[src/rtl/irq_ring_writer.sv]
module irq_ring_writer #(
  parameter int FIFO_DEPTH = 4,
  parameter int MAX_LOG2   = 16,
  localparam int PTR_W = MAX_LOG2 + 2,
  localparam int LOG_W = $clog2(MAX_LOG2 + 1),
  localparam int FA_W  = $clog2(FIFO_DEPTH)
) (
  input  logic             clk,
  input  logic             rst_n,
  input  logic             ev_valid,
  output logic             ev_ready,
  input  logic [7:0]       ev_src,
  input  logic [27:0]      ev_data,
  input  logic [7:0]       ev_ring,
  input  logic [7:0]       ev_vmid,
  input  logic [15:0]      ev_pasid,
  input  logic             cfg_intr_en,
  input  logic             cfg_ring_en,
  input  logic             cfg_ovf_en,
  input  logic             cfg_wb_en,
  input  logic             cfg_rearm,
  input  logic [31:0]      cfg_base,
  input  logic [LOG_W-1:0] cfg_log2,
  input  logic [39:0]      cfg_wb_addr,
  input  logic             ovf_clear,
  input  logic             ptr_zero,
  input  logic             rptr_we,
  input  logic [PTR_W-1:0] rptr_wdata,
  output logic             mem_valid,
  input  logic             mem_ready,
  output logic [39:0]      mem_addr,
  output logic [31:0]      mem_data,
  output logic [31:0]      wptr_stat,
  output logic             irq
);
  typedef enum logic [1:0] {S_IDLE, S_VEC, S_WB} st_t;

  st_t              state;
  logic [1:0]       widx;
  logic [67:0]      fifo_q [FIFO_DEPTH];
  logic [FA_W-1:0]  f_wr, f_rd;
  logic [FA_W:0]    f_cnt;
  logic [PTR_W-1:0] wptr, rptr, mask, wptr_nxt;
  logic             ovf, ovf_set, ovf_new, gap;
  logic [31:0]      wb_snap, vec_word;
  logic [67:0]      head;
  logic [LOG_W-1:0] lg;
  logic             push, commit, start;

  assign lg       = (cfg_log2 > LOG_W'(MAX_LOG2)) ? LOG_W'(MAX_LOG2) : cfg_log2;
  assign mask     = ~({PTR_W{1'b1}} << (lg + 2));
  assign wptr_nxt = (wptr + PTR_W'(16)) & mask;
  assign ev_ready = f_cnt != (FA_W+1)'(FIFO_DEPTH);
  assign push     = ev_valid && ev_ready;
  assign head     = fifo_q[f_rd];
  assign commit   = (state == S_VEC) && mem_ready && (widx == 2'd3);
  assign start    = (state == S_IDLE) && cfg_intr_en && cfg_ring_en && (f_cnt != '0);
  assign ovf_set  = commit && cfg_ovf_en && !ovf_clear && (wptr_nxt == rptr);
  assign ovf_new  = !ovf_clear && (ovf || ovf_set);

  assign wptr_stat = {{(32-PTR_W){1'b0}}, wptr[PTR_W-1:1], ovf};
  assign irq       = cfg_intr_en && (wptr != rptr) && !gap;
  assign mem_valid = state != S_IDLE;

  always_comb begin
    case (widx)
      2'd0:    vec_word = {24'd0, head[7:0]};
      2'd1:    vec_word = {4'd0, head[35:8]};
      2'd2:    vec_word = head[67:36];
      default: vec_word = '0;
    endcase
  end

  assign mem_data = (state == S_WB) ? wb_snap : vec_word;
  assign mem_addr = (state == S_WB) ? cfg_wb_addr
                  : {cfg_base, 8'd0} + 40'(wptr) + 40'({widx, 2'b00});

  always_ff @(posedge clk) begin
    if (push) fifo_q[f_wr] <= {ev_pasid, ev_vmid, ev_ring, ev_data, ev_src};
  end

  always_ff @(posedge clk or negedge rst_n) begin
    if (!rst_n) begin
      state   <= S_IDLE;
      widx    <= '0;
      f_wr    <= '0;
      f_rd    <= '0;
      f_cnt   <= '0;
      wptr    <= '0;
      rptr    <= '0;
      ovf     <= 1'b0;
      gap     <= 1'b0;
      wb_snap <= '0;
    end else begin
      gap   <= rptr_we && cfg_rearm;
      ovf   <= ovf_new;
      f_cnt <= f_cnt + (FA_W+1)'(push) - (FA_W+1)'(commit);
      if (push)   f_wr <= f_wr + 1'b1;
      if (commit) begin
        f_rd    <= f_rd + 1'b1;
        wb_snap <= {{(32-PTR_W){1'b0}}, wptr_nxt[PTR_W-1:1], ovf_new};
      end
      if (ptr_zero && !cfg_ring_en) begin
        wptr <= '0;
        rptr <= '0;
      end else begin
        if (commit)  wptr <= wptr_nxt;
        if (rptr_we) rptr <= rptr_wdata & mask;
      end
      case (state)
        S_IDLE: if (start) begin
          state <= S_VEC;
          widx  <= '0;
        end
        S_VEC: if (mem_ready) begin
          widx <= widx + 1'b1;
          if (widx == 2'd3) state <= cfg_wb_en ? S_WB : S_IDLE;
        end
        S_WB: if (mem_ready) state <= S_IDLE;
        default: state <= S_IDLE;
      endcase
    end
  end
endmodule


[config.mk]
export PLATFORM = sky130hd
export DESIGN_NAME = irq_ring_writer
export DESIGN_NICKNAME = d
export VERILOG_FILES = /design/src/rtl/irq_ring_writer.sv
export SDC_FILE = /design/constraint.sdc
export NUM_CORES = 1
export LEC_CHECK = 0
export ABC_CLOCK_PERIOD_IN_PS = 5420
export BUFFER_PORTS_ARGS = -buffer_cell sky130_fd_sc_hd__buf_4
export CAP_MARGIN = 20
export CELL_PAD_IN_SITES_DETAIL_PLACEMENT = 1
export CELL_PAD_IN_SITES_GLOBAL_PLACEMENT = 2
export CORE_MARGIN = 2
export CORE_UTILIZATION = 42
export DETAILED_ROUTE_END_ITERATION = 7
export PLACE_DENSITY = 0.89
export REMOVE_ABC_BUFFERS = 1
export SETUP_SLACK_MARGIN = 0.02
export SYNTH_ARGS = -nofsm -noshare
export SYNTH_HDL_FRONTEND = slang
export SYNTH_SLANG_ARGS = --single-unit
[constraint.sdc]
create_clock -name clk -period 5.42 [get_ports clk]
set_input_delay 0.813 -clock clk [delete_from_list [all_inputs] [get_ports clk]]
set_output_delay 0.813 -clock clk [all_outputs]
set_load 0.005 [all_outputs]
==> results.cfg <==
[global_routing]
grt_antenna_before_repair = 1
grt_remaining_overflow = 0
grt_pass1_wl_um = 69000
global_route.peak_usage_layer = met2
global_route.usage.met3 = 0.0576
grt_pass1_vias = 11400
gr-usage-met2 = 0.421
grt.total_usage = 0.236
grt_use_met1 = 0.283
grt_start_max_net_pins = 69

[placed_design]
numPortBuffers = 267
dp.final_hpwl_um = 33100
gp_congestion = 0.872
place_area_um2 = 18200
place.detailed.instances = 1867

[layout]
layout.filler_cells = 3771
areaGrowthSynthToFinish_pct = 21.7
ff_latch_area_um2 = 9850
finalCoreUtilization = 0.516
multi_input_area_um2 = 5520
layout-drive-gt1-share = 0.294
finish.instance_area_um2 = 19300
final_nets = 1598
antennaDiodeCount = 0
fin_cells = 1933

[setup_path]
critical-path-max-stage-delay_ps = 510
path_class = register to output port
critical_path.cell_chain = ha_1 -> inv_1 -> fa_1 -> and4b_1 -> a22o_1 -> o31a_1 -> a221o_1 -> nand2b_1 -> nor2_1 -> xnor2_1 -> o21ai_0 -> buf_4
type_of_destination_of_the_critical_path = output port
worst-endpoint-required_ps = 4610
critical_path_peak_fanout = 9
timing.reg2reg.worst_path_depth = 8
crit_path_top_delay_cell = sky130_fd_sc_hd__dfrtp_1
timing.critical_path.arrival_ps = 3690
critical_path.startpoint_type = register

[die]
die_width_um = 198
core_region_area_um2 = 37400
num_rows = 71
die-height_um = 198
fp.dieArea_um2 = 39300
initial_core_util = 0.424
io-pin-count = 282

[cts]
numClockSinks = 339
clock_tree_from_tritoncts = done
clk_latency_ps = 540
postCtsResizedCells = 0
clock_h_tree_levels = 2
register_clock_pin_slew_on_the_reported_worst_setup_and_hold_paths_ps = 60
cts_buffers = 36
max-clock-path-buffers = 3
post-cts-setup-buffers = 0
post_cts_hold_buffer_count = 0
cts_root_buffer = sky130_fd_sc_hd__clkbuf_16

[sta]
finalSetupViolCount = 0
period_minus_slack_ps = 4500
relSlewSlack = 0.268
min_period_over_period = 0.830
timing.final.hold_violations = 0
finalClockSkew_ps = 16.4
slew_viol_final = 0
max_freq_mhz = 222
worst-slew-pin-transition_ps = 1100
rsz0062_at_grt = false
fin_tns_setup_ps = 0

[yosys]
ys_async_sr_fraction = 0.198
ys_dominant_reg_cell = sky130_fd_sc_hd__edfxtp_1
syn_avg_cell_area_um2 = 13.7
synth_cell_types = 72
synth_cells = 1154
mappedNetlistArea_um2 = 15900
synth_edf_count = 272
synth_seq_area_share = 0.621
synthesis.yosys.warnings = 0
number_of_storage_elements_in_the_synthesis_netlist = 339

[route]
drtPass1Iterations = 5
avgViaCountPerCell = 5.51
dr_total_vias = 10600
avgRoutedWirePerCell_um = 24.1
drc_errors = 0
wirelength_um = 46600
route.antenna.remaining_nets = 0
drt_first_iter_violations = 711

[outcome]
outcome = finished clean

[power_and_ir_drop]
pwr_dens_nw_per_um2 = 428
vdd.ir_drop.worst_uv = 341
p_leak_nw = 7.28
design_power_total_mw = 8.26

[run]
reported_max_cap_violation_count = 0

[worst_hold_path]
min_path_type = input port to asynchronous set/reset pin
-- flip-flops by register name (all words and copies together) (netlist names) --
| register | count |
|---|---|
| gap | 1 |
| fifo_q | 272 |
| widx | 2 |
| wptr | 18 |
| f_wr | 2 |
| f_cnt | 3 |
| f_rd | 2 |
| state | 2 |
| rptr | 18 |
| wb_snap | 18 |
| ovf | 1 |
-- synth_stat cells (5+ instances only) --
cell type / number / share of area
sky130_fd_sc_hd__a22o_1: 11 / 0.0061
sky130_fd_sc_hd__a22oi_1: 16 / 0.0076
sky130_fd_sc_hd__and3_1: 12 / 0.0047
sky130_fd_sc_hd__nand2b_1: 12 / 0.0047
sky130_fd_sc_hd__dfrtp_1: 67 / 0.11
sky130_fd_sc_hd__buf_2: 7 / 0.0022
sky130_fd_sc_hd__inv_1: 28 / 0.0066
sky130_fd_sc_hd__buf_1: 9 / 0.0021
sky130_fd_sc_hd__xor2_1: 20 / 0.011
sky130_fd_sc_hd__mux4_2: 68 / 0.097
sky130_fd_sc_hd__clkbuf_1: 41 / 0.0097
sky130_fd_sc_hd__edfxtp_1: 272 / 0.52
sky130_fd_sc_hd__nor2_1: 60 / 0.014
sky130_fd_sc_hd__and2_1: 9 / 0.0036
sky130_fd_sc_hd__nand2_1: 137 / 0.032
sky130_fd_sc_hd__a21oi_1: 46 / 0.015
sky130_fd_sc_hd__a21o_1: 13 / 0.0062
sky130_fd_sc_hd__buf_4: 32 / 0.015
sky130_fd_sc_hd__o21ai_0: 53 / 0.017
sky130_fd_sc_hd__o211ai_1: 5 / 0.0024
sky130_fd_sc_hd__nor3_1: 11 / 0.0035
sky130_fd_sc_hd__o31ai_1: 9 / 0.0043
sky130_fd_sc_hd__a222oi_1: 8 / 0.0051
sky130_fd_sc_hd__xnor2_1: 52 / 0.029
sky130_fd_sc_hd__nand3_1: 26 / 0.0082
sky130_fd_sc_hd__nand4_1: 10 / 0.0039
sky130_fd_sc_hd__nor4_1: 6 / 0.0024
sky130_fd_sc_hd__nor2b_1: 11 / 0.0043
sky130_fd_sc_hd__ha_1: 27 / 0.021
-- cell families (layout without fill, tap and decap cells) --
kind of cell	Yosys count	count (layout)	synth area share
AO/OA/AOI/OAI	198	198	0.0821
XOR/XNOR	72	72	0.0398
adder cells (fa/ha/maj)	29	29	0.0238
buffers and inverters	119	374	0.0368
flip-flops	339	339	0.621
multiplexers	74	74	0.101
other	1	14	0.000237
AND/OR/NAND/NOR	322	322	0.0959
-- critical path, delay by kind of cell (launching register included) --
kind | cells | cell delay [ps]
AOI/OAI and AO/OA | 4 | 960
xor gates and xnor gates | 1 | 120
adders and majority gates | 2 | 690
buffers and inverters | 2 | 210
DFF | 1 | 510
and+or+nand+nor | 3 | 670
-- layout by cell type, fill, tap and decap left out, types with 16 or more instances in the layout --
cell type	instances
sky130_fd_sc_hd__nand2_1	137
sky130_fd_sc_hd__mux4_2	68
sky130_fd_sc_hd__a21oi_1	46
sky130_fd_sc_hd__clkbuf_16	36
sky130_fd_sc_hd__edfxtp_1	272
sky130_fd_sc_hd__xnor2_1	52
sky130_fd_sc_hd__inv_1	28
sky130_fd_sc_hd__xor2_1	20
sky130_fd_sc_hd__ha_1	27
sky130_fd_sc_hd__buf_4	279
sky130_fd_sc_hd__a22oi_1	16
sky130_fd_sc_hd__dfrtp_1	65
sky130_fd_sc_hd__o21ai_0	53
sky130_fd_sc_hd__nor2_1	59
sky130_fd_sc_hd__nand3_1	25
-- where the power goes --
| part | internal (mW) | switching [mW] | leakage (nW) |
|---|---|---|---|
| clock network | 1.26 | 1.02 | 0.524 |
| registers | 3.33 | 0.302 | 3.39 |
| logic | 1.15 | 1.18 | 3.37 |
| total | 5.75 | 2.51 | 7.28 |
-- per-stage QoR --
stage | hold slack (ps) | setup slack [ps]
5_1_grt | 462 | 703
3_5_place_dp | 471 | 1400
4_1_cts | 436 | 885
6_report | 429 | 919
3_3_place_gp | 467 | 1470
2_1_floorplan | 446 | 504
-- final cells by class --
type | instances | share of cell area
Tap cell | 511 | 0.0331
Inverter | 29 | 0.00564
Multi-Input combinational cell | 709 | 0.286
Clock buffer | 50 | 0.0499
Timing Repair Buffer | 279 | 0.109
Sequential cell | 339 | 0.511
Clock inverter | 16 | 0.00616
-- path summary, 6_finish.rpt --
path | slack [ps] | endpoint | start
min reg2reg | 490 | wb_snap[1]$_DFFE_PN0P_ | wb_snap[1]$_DFFE_PN0P_
max reg2reg | 1940 | wb_snap[0]$_DFFE_PN0P_ | wptr[6]$_DFFE_PN0P_
max in group asynchronous | 4310 | f_rd[0]$_DFFE_PN0P_ | rst_n
max | 920 | mem_addr[36] | wptr[2]$_DFFE_PN0P_
min | 430 | wptr[15]$_DFFE_PN0P_ | rst_n
min in group clk | 470 | fifo_q[0][65]$_DFFE_PP_ | ev_pasid[13]
-- layer usage --
layer	vias to the layer above	wire length, µm	part of all wire
li1	4789	-	-
met4	2	1060	0.023
met5	-	13	0.00028
met3	73	3510	0.075
met2	382	23900	0.51
met1	5397	18200	0.39
(Power assumes the default switching activity.)
